--- config.mk ---
export PLATFORM = sky130hd
export DESIGN_NAME = gpio_bank_ctrl
export DESIGN_NICKNAME = d
export VERILOG_FILES = /design/src/rtl/gpio_bank_ctrl.sv
export SDC_FILE = /design/constraint.sdc
export NUM_CORES = 1
export LEC_CHECK = 0
export BUFFER_PORTS_ARGS = -buffer_cell sky130_fd_sc_hd__buf_2
export CAP_MARGIN = 20
export CORE_ASPECT_RATIO = 0.7
export CORE_UTILIZATION = 40
export DETAILED_ROUTE_END_ITERATION = 8
export PLACE_DENSITY = 0.64
export RECOVER_POWER = 50
export SETUP_SLACK_MARGIN = 0.2
export SYNTH_ARGS = -nofsm -noshare
export SYNTH_HDL_FRONTEND = slang
export SYNTH_SLANG_ARGS = --single-unit
--- constraint.sdc ---
create_clock -name clk -period 3.7 [get_ports clk]
set_input_delay 0.37 -clock clk [delete_from_list [all_inputs] [get_ports clk]]
set_output_delay 0.37 -clock clk [all_outputs]
set_load 0.03 [all_outputs]
--- src/rtl/gpio_bank_ctrl.sv ---
module gpio_bank_ctrl #(
  parameter int NUM_BANKS = 5,
  parameter int BANK_W    = 32,
  parameter int ADDR_W    = 8,
  parameter int BASE_OFS  = 16,
  parameter int STRIDE    = 40
) (
  input  logic                          clk,
  input  logic                          rst_n,
  input  logic [ADDR_W-1:0]             bus_addr,
  input  logic                          bus_we,
  input  logic [BANK_W-1:0]             bus_wdata,
  output logic [BANK_W-1:0]             bus_rdata,
  input  logic [NUM_BANKS*BANK_W-1:0]   pad_in,
  output logic [NUM_BANKS*BANK_W-1:0]   pad_out,
  output logic [NUM_BANKS*BANK_W-1:0]   pad_oe
);
  localparam int NPINS = NUM_BANKS * BANK_W;
  localparam int NREGS = STRIDE / 4;
  localparam int IDX_W = $clog2(NREGS);

  logic [NPINS-1:0] dir_q, out_q, meta_q, sync_q;
  logic [NUM_BANKS-1:0][BANK_W-1:0] rd_part;

  always_ff @(posedge clk or negedge rst_n)
    if (!rst_n) begin
      meta_q <= '0;
      sync_q <= '0;
    end else begin
      meta_q <= pad_in;
      sync_q <= meta_q;
    end

  for (genvar b = 0; b < NUM_BANKS; b++) begin : g_bank
    localparam logic [ADDR_W:0] LO = (ADDR_W+1)'(BASE_OFS + b*STRIDE);
    localparam logic [ADDR_W:0] HI = (ADDR_W+1)'(BASE_OFS + (b+1)*STRIDE);
    logic              hit;
    logic [ADDR_W:0]   off;
    logic [IDX_W-1:0]  idx;
    logic [BANK_W-1:0] dir_r, out_r;

    assign off = {1'b0, bus_addr} - LO;
    assign idx = off[IDX_W+1:2];
    assign hit = ({1'b0, bus_addr} >= LO) && ({1'b0, bus_addr} < HI) && (bus_addr[1:0] == 2'b00);

    always_ff @(posedge clk or negedge rst_n)
      if (!rst_n) begin
        dir_r <= '1;
        out_r <= '0;
      end else if (bus_we && hit) begin
        case (int'(idx))
          0: dir_r <= bus_wdata;
          1: out_r <= bus_wdata;
          2: out_r <= out_r | bus_wdata;
          3: out_r <= out_r & ~bus_wdata;
          default: ;
        endcase
      end

    always_comb begin
      rd_part[b] = '0;
      if (hit)
        case (int'(idx))
          0:       rd_part[b] = dir_r;
          1, 2, 3: rd_part[b] = out_r;
          4:       rd_part[b] = sync_q[b*BANK_W +: BANK_W];
          default: rd_part[b] = '0;
        endcase
    end

    assign dir_q[b*BANK_W +: BANK_W] = dir_r;
    assign out_q[b*BANK_W +: BANK_W] = out_r;
  end

  always_comb begin
    bus_rdata = '0;
    for (int b = 0; b < NUM_BANKS; b++) bus_rdata |= rd_part[b];
  end

  assign pad_oe  = ~dir_q;
  assign pad_out = out_q;
endmodule

# After elaboration in Yosys (flattened, before gate mapping)
# Index checks and enable logic that the tools add are counted.
# totals
input_bits,203
word_cells,119
regBits,640
out_inout_bits,352
# op_classes
reduce_logical,41
order_cmp,10
add_sub_neg,5
n_eq_ne,20
bitwise,16
mux,15
# op_table
operator,count
$pmux W32 S3,10
$or A32 B32 Y32,9
$and A32 B32 Y32,5
$mux W32,5
$not A160 Y160,1
$eq A4 B2 Y1 const B,10
$not A32 Y32,1
$lt A8 B8 Y1 const B,3
$eq A4 B1 Y1 const B,5
$eq A4 B3 Y1 const B,5
$logic_not A4 Y1,5
$reduce_and A2 Y1,10
$sub A6 B6 Y6 const B,3
$ge A8 B8 Y1 const B,2
$logic_and A1 B1 Y1,15
$reduce_bool A3 Y1,5
$reduce_or A3 Y1,5
$ge A8 B5 Y1 const B,1
$ge A8 B6 Y1 const B,1
$ge A8 B7 Y1 const B,1
$lt A8 B6 Y1 const B,1
$lt A8 B7 Y1 const B,1
$sub A6 B4 Y6 const B,1
$sub A6 B5 Y6 const B,1
$logic_not A2 Y1,1

# Depth between registers and ports, before layout
# Gate-level depths: netlist of the first run.
# depth
word_depth,9
depth_mapped,12
depth_no_buf,7

# Worst setup path after synthesis of the first run
# OpenSTA, ideal clock, no wires.
# synth_path
path_type,input port to output port
from,input bus_addr[3]
to,output bus_rdata[0]
n_path_buf,5
required_time_ns,3.330
slack_ns,0.465
arrival_time_ns,2.865
path_stages,10
path_cell_list,buf_2 buf_2 inv_1 clkbuf_1 ha_1 clkbuf_1 nor3_1 clkbuf_1 a221oi_1 o211ai_1
# synth_via
elab_chain_cells,9
elab_cells_between_ends,69
classes_between,add/sub (5); order compare (10); eq/ne (20); mux (10); bitwise (4); reduce/logical (20)
# synth_rtl
item,line,source
from (decl),10,"input logic [ADDR_W-1:0] bus_addr,"
$sub A6 B5 Y6 or $sub A6 B6 Y6 (tied branches),42,"assign off = {1'b0, bus_addr} - LO;"
$eq A4 B1 Y1 or $eq A4 B2 Y1 (tied branches),63,case (int'(idx))
$reduce_or A3 Y1,63,
$pmux W32 S3,63,
$mux W32,62,if (hit)
$or A32 B32 Y32 (3 in a row),77,for (int b = 0; b < NUM_BANKS; b++) bus_rdata |= rd_part[b];
$or A32 B32 Y32 *,77,
to (decl),13,"output logic [BANK_W-1:0] bus_rdata,"
# Mark *: on every way between the ends. The rest lies on a longest branch, timed or not.

# Worst setup path in the final report of the first run
# layout_path
from,input bus_addr[4]
to,output bus_rdata[0]
# Same word-level chain as after synthesis.

==> impl_metrics.json, run 1 <==
{
  "power.density_nw_per_um2": 523,
  "slowest_stage": "nor3_2",
  "critical_path_peak_fanout": 12,
  "maxCapViolCount": 1,
  "synth_fa_ha_area_share_pct": 0.147,
  "syn_inst": 2186,
  "cp.arrival_ns": 3.08,
  "wl_met2_um": 47000,
  "end_kind": "primary output",
  "min_from": "bus_wdata[1]",
  "die_width_um": 304,
  "place_ws_ns": 0.300,
  "rsz0062_at_grt": "no",
  "die_y_um": 213,
  "synthArstFlopShare_pct": 100,
  "tns_ns": 0,
  "start_kind": "input port",
  "final_nets": 3063,
  "synth_top_family_by_area": "compound AO/OA/AOI/OAI gates",
  "gp_congestion": 0.933,
  "path_class": "in -> out",
  "period_needed_ns": 3.45,
  "cts_buffers": 61,
  "ant_nets": 0,
  "whs_endpoint": "g_bank[4].dir_r[1]",
  "leakagePower_nw": 16.3,
  "path_cells": "buf_4, inv_1, ha_2, nor3_2, buf_4, a221o_1, a22oi_1, buf_4, o211ai_1, buf_2",
  "wl_met3_um": 8860,
  "drive_gt1_share_pct": 30.9,
  "r2r-start": "g_bank[0].dir_r[10]",
  "core_um2": 63100,
  "placed_cells": 3462,
  "cp_top_family": "buffers and inverters",
  "viasPerCell": 5.65,
  "slew_viol_final": 74,
  "grt_pass1_vias": 21000,
  "synth-edff-count": 0,
  "dpl.hpwl_um": 71900,
  "htree_num_levels": 2,
  "post-route-period-util_pct": 93.2,
  "setup_viol": 0,
  "syn_area_um2": 25500,
  "synth_flop_cell": "dfrtp_1",
  "ys_warn_count": 0,
  "multi_input_area_um2": 8010,
  "relSlewSlack_pct": -57.4,
  "dr.max_layer_used": "met5",
  "clkTransAtPathRegs_ns": 0.07,
  "critical_path.n_buffers_inverters": 5,
  "grt_first_pass_wirelength_um": 146000,
  "drt_iter0_markers": 2200,
  "final_cells": 3744,
  "violations": "max-capacitance violations, max-slew violations",
  "outcome": "complete, but fails checks",
  "hp-class": "in -> reg",
  "cts_tree": "yes",
  "syn_avg_cell_area_um2": 11.7,
  "grt_overflow": 0,
  "ys_seq_area_share_pct": 63.5,
  "routed_wl_um": 102000,
  "ff_latch_area_um2": 16200,
  "synth-simple-area-share_pct": 5.51,
  "max_freq_mhz": 290,
  "clock_skew_ns": 0.0254,
  "portBuffers": 554,
  "clockBufferDepth": 3,
  "initial_core_util_pct": 40.5,
  "ys_ff_latch": 640,
  "via_count": 21100,
  "final_cell_mix": "buf_2, dfrtp_1, o21ai_0",
  "fin_area_um2": 33300,
  "rrSetupSlack_ns": 2.78,
  "ir_worst_vdd_uv": 373,
  "synthMuxAreaShare_pct": 6.28,
  "fillers": 5518,
  "grt_max_degree": 104,
  "pin_count": 555,
  "synth-compound-area-share_pct": 18.5,
  "wl_per_cell_um": 27.2,
  "crit_required_ns": 3.33,
  "rows": 77,
  "synth_xor_area_share_pct": 0.235,
  "crit_top_cell": "buf_4",
  "reg2reg_to": "g_bank[0].dir_r[10]",
  "placed_area_um2": 29500,
  "final_common_cell": "buf_2",
  "clock_latency_ns": 0.65,
  "cts.sinks": 640,
  "timing.final.ws_setup_ns": 0.252,
  "worst_pin_slew_ns": 2.36,
  "whs_path_depth": 3,
  "syn2layout_area_growth_pct": 30.4,
  "ys_types": 53,
  "drt-met1-wl_um": 43200,
  "grt_usage_pct": 30.9,
  "root_buffer": "clkbuf_16",
  "slowest_delay_ns": 0.74,
  "reg2reg_depth": 2,
  "synth_fp_nets": 2392,
  "first_pass_iters": 9,
  "finalHoldViolCount": 0,
  "antenna_found_initial": 9,
  "cp.depth": 10,
  "fp.dieArea_um2": 64800,
  "drc": 0
}
## what timing repair did
action                                 4_1_cts  5_1_grt
hold buffers                               161        0
resized for setup                            0        1
endpoints found under the hold margin      210        0
setup endpoints to repair                    0        2
buffers inserted                             0        0
## worst min-delay path: cells and delay by family
kind,cells,cell delay [ns]
AND/OR/NAND/NOR,1,0.08
AO/OA/AOI/OAI,1,0.07
buffers and inverters,1,0.19
## where the power goes
group / total, mW / leakage [nW] / switching, mW / internal [mW]
Combinational: 2.60 / 7.64 / 1.81 / 0.797
Sequential: 7.92 / 7.59 / 0.338 / 7.58
Clock: 6.87 / 1.07 / 2.80 / 4.06
Total: 17.4 / 16.3 / 4.95 / 12.4
## logic make-up (layout without fill, tap and decap cells)
kind of cell,Yosys count,in the layout
buffers and inverters,381,1105
other,0,5
XOR/XNOR,6,6
AO/OA/AOI/OAI,684,684
flip-flops,640,640
multiplexers,160,160
AND/OR/NAND/NOR,312,312
adder cells (fa/ha/maj),3,3
## area by class of cell
type | instances | share of cell area (%)
clock buffers | 86 | 5.14
multi-input cells | 1165 | 24.1
well taps | 829 | 3.12
repair buffers | 793 | 15.2
diodes | 5 | 0.0376
clock inverters | 30 | 1.46
flip-flops and latches | 640 | 48.7
inverters | 196 | 2.21
## routing by layer
| layer | up-vias | global-route usage [%] |
|---|---|---|
| li1 | 9039 | - |
| met1 | 10800 | 43.1 |
| met2 | 1106 | 48.6 |
| met3 | 191 | 6.83 |
| met4 | 6 | 9.33 |
| met5 | - | 0 |
## sequential cells by signal (all words and copies together) (netlist names)
register,cells
g_bank.dir_r,160
g_bank.out_r,160
meta_q,160
sync_q,160
## cells in the mapped netlist (3+ instances only)
| master | n | area (um^2) |
|---|---|---|
| o2bb2ai_1 | 62 | 543 |
| clkbuf_1 | 139 | 522 |
| inv_1 | 196 | 736 |
| a22o_1 | 128 | 1120 |
| buf_4 | 4 | 30.0 |
| nand2b_1 | 3 | 18.8 |
| buf_2 | 37 | 185 |
| nand2_1 | 168 | 631 |
| nor4_2 | 3 | 37.5 |
| buf_1 | 5 | 18.8 |
| nor2b_1 | 3 | 18.8 |
| ha_1 | 3 | 37.5 |
| dfrtp_1 | 480 | 12000 |
| a31oi_1 | 3 | 18.8 |
| xor2_1 | 3 | 26.3 |
| o21ai_1 | 10 | 50.1 |
| dfstp_2 | 160 | 4200 |
| nor3_1 | 71 | 355 |
| a221oi_1 | 32 | 280 |
| a22oi_1 | 64 | 480 |
| nand3_1 | 6 | 30.0 |
| o21ai_0 | 309 | 1550 |
| o211ai_1 | 33 | 248 |
| nor2_1 | 42 | 158 |
| a221o_1 | 32 | 320 |
| mux2i_1 | 158 | 1580 |
## how the worst max path moves through the flow
stage / start / to / slack [ns]
after floorplan: bus_addr[3] / bus_rdata[0] / 0.46
after global placement: bus_addr[4] / bus_rdata[0] / 0.35
after detailed placement: bus_addr[4] / bus_rdata[0] / 0.30
after CTS: bus_addr[4] / bus_rdata[0] / 0.29
after global routing: rst_n / meta_q[38] / 0.15
final: bus_addr[4] / bus_rdata[0] / 0.25
## per-stage QoR
stage               power, mW  hold WS, ns  util [%]
floorplan                9.28       0.0744         -
global placement         10.4        0.333      46.8
detailed placement       10.5        0.335      46.8
CTS                      17.5       0.0330      52.8
global route             18.0       0.0586      52.7
finish                   17.4       0.0709      52.7
Note: power is estimated with default switching activity, not from simulation.
==> run 2: changes to the inputs <==
Clock period 3.7 ns to 4.2 ns, I/O delays scaled along.
==> impl_metrics.json, run 2 (synthesized netlist as in run 1, its figures left out) <==
{
  "outcome": "complete, but fails checks",
  "violations": "max-capacitance violations, max-slew violations",
  "rsz0062_at_grt": "no",
  "tns_ns": 0,
  "grt_max_degree": 121,
  "pin_count": 555,
  "slew_viol_final": 90,
  "period_needed_ns": 3.90,
  "final_cell_mix": "buf_2, dfrtp_1, o21ai_0",
  "grt_util_met2_pct": 47.5,
  "clock_latency_ns": 0.63,
  "rows": 77,
  "clkTransAtPathRegs_ns": 0.06,
  "grt_usage_pct": 31.1,
  "gp_congestion": 1.03,
  "clkPwrFrac_pct": 39.6,
  "timing.final.ws_setup_ns": 0.301,
  "via_count": 21200,
  "p_int_mw": 10.9,
  "p_sw_mw": 4.45,
  "fp.dieArea_um2": 64800,
  "path_class": "in -> out",
  "drive_gt1_share_pct": 30.1,
  "clockBufferDepth": 3,
  "die_width_um": 304,
  "crit_required_ns": 3.78,
  "drc": 0,
  "routed_wl_um": 102000,
  "grt_pass1_vias": 20800,
  "leakagePower_nw": 16.2,
  "seqPwrFrac_pct": 45.5,
  "max_freq_mhz": 256,
  "hp-class": "in -> reg",
  "fillers": 5487,
  "wl_per_cell_um": 27.3,
  "initial_core_util_pct": 40.5,
  "maxCapViolCount": 1,
  "htree_num_levels": 3,
  "final_common_cell": "buf_2",
  "grt_first_pass_wirelength_um": 146000,
  "power.density_nw_per_um2": 462,
  "post-route-period-util_pct": 92.8,
  "end_kind": "primary output",
  "min_from": "bus_wdata[12]",
  "finalHoldViolCount": 0,
  "root_buffer": "clkbuf_16",
  "final_nets": 3060,
  "relSlewSlack_pct": -85.3,
  "finalPower_mw": 15.3,
  "first_pass_iters": 5,
  "grt_overflow": 0,
  "grt_use_met1_pct": 43.4,
  "setup_viol": 0,
  "drt_iter0_markers": 2132,
  "core_um2": 63100,
  "r2r-start": "g_bank[4].dir_r[26]",
  "reg2reg_to": "g_bank[4].dir_r[26]",
  "die_y_um": 213,
  "busiest_layer": "met2",
  "met3_usage_pct": 7.84,
  "ir_worst_vdd_uv": 324,
  "ant_nets": 0,
  "start_kind": "input port",
  "whs_endpoint": "g_bank[0].dir_r[12]",
  "whs_path_depth": 3,
  "place_ws_ns": 0.362,
  "cts_tree": "yes",
  "post-cts-setup-buffers": 0,
  "reg2reg_depth": 2,
  "antenna_found_initial": 14,
  "cts.sinks": 640,
  "portBuffers": 554,
  "syn2layout_area_growth_pct": 29.9,
  "dpl.hpwl_um": 71700,
  "cts_buffers": 67,
  "rrSetupSlack_ns": 3.25,
  "combinationalPowerShare_pct": 14.9,
  "viasPerCell": 5.67,
  "critical_path_peak_fanout": 21,
  "clock_skew_ns": 0.0204,
  "swShare_pct": 29.0,
  "worst_pin_slew_ns": 2.78,
  "cp.arrival_ns": 3.48
}
==> run 2: how the worst max path moves through the flow <==
stage | from | endpoint | slack (ns) | cells after the start
2_1_floorplan | bus_addr[3] | bus_rdata[0] | 0.86 | 10
4_1_cts | bus_addr[4] | bus_rdata[12] | 0.35 | 9
3_3_place_gp | bus_addr[4] | bus_rdata[12] | 0.48 | 9
6_report | bus_addr[4] | bus_rdata[0] | 0.30 | 9
3_5_place_dp | bus_addr[4] | bus_rdata[12] | 0.36 | 9
5_1_grt | rst_n | meta_q[54] | 0.14 | 3
==> run 2: per-stage QoR <==
step	hold WS [ns]	utilization (%)	area, um^2	std cells
finish	0.145	52.5	33200	3743
global route	0.144	52.5	33200	3741
CTS	0.0968	52.7	33200	3737
detailed placement	0.335	46.6	29400	3452
global placement	0.333	46.6	29400	3451
floorplan	0.124	-	25500	2186
==> run 2: critical path, stage by stage <==
cell and delay [ns]:
buf_4 0.25, inv_1 0.16, ha_2 0.35, nor3_2 0.86, buf_4 0.45, a221o_1 0.23, a22oi_1 0.13, o211ai_1 0.32
buf_2 0.30
==> run 2: layout make-up <==
class | instances | area (um^2) | share of cell area [%]
clock buffers | 99 | 1960 | 5.91
well taps | 829 | 1040 | 3.13
clock inverters | 25 | 275 | 0.830
multi-input cells | 1165 | 8010 | 24.2
flip-flops and latches | 640 | 16200 | 48.9
diodes | 5 | 12.5 | 0.0377
inverters | 196 | 736 | 2.22
repair buffers | 784 | 4910 | 14.8
==> run 2: repair_timing <==
item,CTS,global route
endpoints found under the hold margin,219,0
hold buffers,161,0
gates resized for setup,0,0
==> run 2: layer usage <==
layer,wire length (um),up-vias,part of all wire (%)
met2,46200,1125,45
met3,9160,188,9.0
li1,-,9036,-
met1,43400,10900,42
met5,24,-,0.024
met4,3270,4,3.2
==> run 2: power by group through the flow <==
stage	combinational, mW	sequential, mW	clock (mW)
after floorplan	0.904	7.27	0
after global placement	2.13	7.07	0
after detailed placement	2.16	7.07	0
after CTS	2.28	6.98	6.16
after global routing	2.41	7.02	6.39
final	2.28	6.98	6.07
==> run 3: changes to the inputs <==
Settings changed: CORE_ASPECT_RATIO 0.7 to 0.6.
==> impl_metrics.json, run 3 (synthesized netlist as in run 1, its figures left out) <==
{
  "pin_count": 555,
  "period_needed_ns": 3.67,
  "combinationalPowerShare_pct": 15.5,
  "slowest_stage": "o211ai_1",
  "clkPwrFrac_pct": 37.8,
  "finalPower_mw": 14.9,
  "clockBufferDepth": 3,
  "p_sw_mw": 4.39,
  "drive_gt1_share_pct": 31.0,
  "maxCapViolCount": 1,
  "relSlewSlack_pct": -72.4,
  "swShare_pct": 29.4,
  "rsz0062_at_grt": "no",
  "ant_nets": 0,
  "path_cells": "buf_2, inv_1, ha_2, xnor2_1, nand2_2, buf_4, nor2_4, buf_4, a221oi_1, o211ai_1, buf_2",
  "antenna_found_initial": 11,
  "p_int_mw": 10.5,
  "core_um2": 62900,
  "portBuffers": 554,
  "grt_overflow": 0,
  "slowest_delay_ns": 0.44,
  "max_freq_mhz": 273,
  "drt_iter0_markers": 2326,
  "wl_per_cell_um": 27.2,
  "clkTransAtPathRegs_ns": 0.07,
  "die_width_um": 328,
  "cts-resized-gates": 0,
  "syn2layout_area_growth_pct": 29.3,
  "cts_buffers": 57,
  "power.density_nw_per_um2": 452,
  "routed_wl_um": 102000,
  "fillers": 5557,
  "rows": 71,
  "final_common_cell": "buf_2",
  "post-route-period-util_pct": 87.4,
  "clock_skew_ns": 0.0218,
  "crit_required_ns": 3.78,
  "die_y_um": 198,
  "ir_worst_vdd_uv": 423,
  "end_kind": "primary output",
  "seqPwrFrac_pct": 46.7,
  "start_kind": "input port",
  "hp-class": "in -> reg",
  "dpl.hpwl_um": 72100,
  "leakagePower_nw": 16.2,
  "worst_pin_slew_ns": 2.59,
  "violations": "design-rule violations, max-capacitance violations, max-slew violations",
  "cp.arrival_ns": 3.25,
  "via_count": 21300,
  "fp.dieArea_um2": 64900,
  "cts_tree": "yes",
  "tns_ns": 0,
  "gp_congestion": 0.950,
  "critical_path_peak_fanout": 14,
  "finalHoldViolCount": 0,
  "first_pass_iters": 8,
  "htree_num_levels": 2,
  "outcome": "complete, but fails checks",
  "grt_usage_pct": 31.0,
  "setup_viol": 0,
  "drc": 84,
  "grt_first_pass_wirelength_um": 146000,
  "path_class": "in -> out",
  "final_cell_mix": "buf_2, dfrtp_1, o21ai_0",
  "cts.sinks": 640,
  "clock_latency_ns": 0.65,
  "viasPerCell": 5.69,
  "whs_ns": 0.127,
  "root_buffer": "clkbuf_16",
  "slew_viol_final": 91,
  "initial_core_util_pct": 40.6,
  "grt_pass1_vias": 21000,
  "final_nets": 3052,
  "grt_max_degree": 116
}
-- run 3: cell types whose count changed in the layout (fill, tap and decap cells not counted), sizes merged --
cell,change
diode,+5
clkinv,+3
buf,+36
clkbuf,-54
bufinv,+3
inv,-2
-- run 3: path summary, 6_finish.rpt --
check / start / endpoint / slack (ns) / cells past startpoint
max in group asynchronous: rst_n / sync_q[53] / 0.83 / 3
worst min-delay path: bus_wdata[10] / g_bank[4].dir_r[10] / 0.13 / 3
worst max register to register: g_bank[4].dir_r[31] / g_bank[4].dir_r[31] / 3.23 / 2
min in group asynchronous: rst_n / meta_q[145] / 1.11 / 2
worst min register to register: meta_q[45] / sync_q[45] / 0.34 / 0
worst max-delay path: bus_addr[3] / bus_rdata[31] / 0.53 / 11
-- run 3: power by group through the flow --
stage                     Combinational (mW)  Sequential (mW)  Clock (mW)
after floorplan                        0.904             7.27           0
after global routing                    2.44             7.01        5.96
after global placement                  2.16             7.06           0
after detailed placement                2.17             7.07           0
after CTS                               2.30             6.97        5.72
final                                   2.31             6.97        5.64
-- run 3: per-layer routing --
layer | part of all wire, % | up-vias | global-route usage, %
met1 | 43 | 11000 | 44.6
met4 | 3.3 | 2 | 10.4
met2 | 43 | 1141 | 44.9
li1 | - | 9016 | -
met5 | 0.013 | - | 0
met3 | 10 | 169 | 8.72
-- run 3: what timing repair did --
action	CTS	global route
setup buffers	0	0
setup endpoints to repair	0	0
hold endpoints to repair	227	0
hold buffers	161	0
-- run 3: stage by stage --
stage                     cells  setup slack, ns  instance area [um^2]  utilization [%]
after floorplan            2186            0.865                 25500                -
after global placement     3464            0.665                 29400             46.8
after detailed placement   3464            0.619                 29400             46.8
after CTS                  3733            0.610                 33000             52.5
after global routing       3741            0.326                 33000             52.5
final                      3744            0.531                 33000             52.5
-- run 3: worst max-delay path, delay by kind of cell --
family | cells | cell delay, ns
XOR/XNOR | 1 | 0.27
AND/OR/NAND/NOR | 2 | 0.48
AO/OA/AOI/OAI | 2 | 0.58
buffers and inverters | 5 | 1.27
adder cells (fa/ha/maj) | 1 | 0.22
-- run 3: layout make-up --
class                   instances  area (um^2)  area share [%]
clock inverters                29          365            1.11
inverters                     196          736            2.23
flip-flops and latches        640        16200            49.1
repair buffers                786         5000            15.2
diodes                         10         25.0          0.0758
multi-input cells            1165         7990            24.2
well taps                     839         1050            3.18
clock buffers                  79         1630            4.94
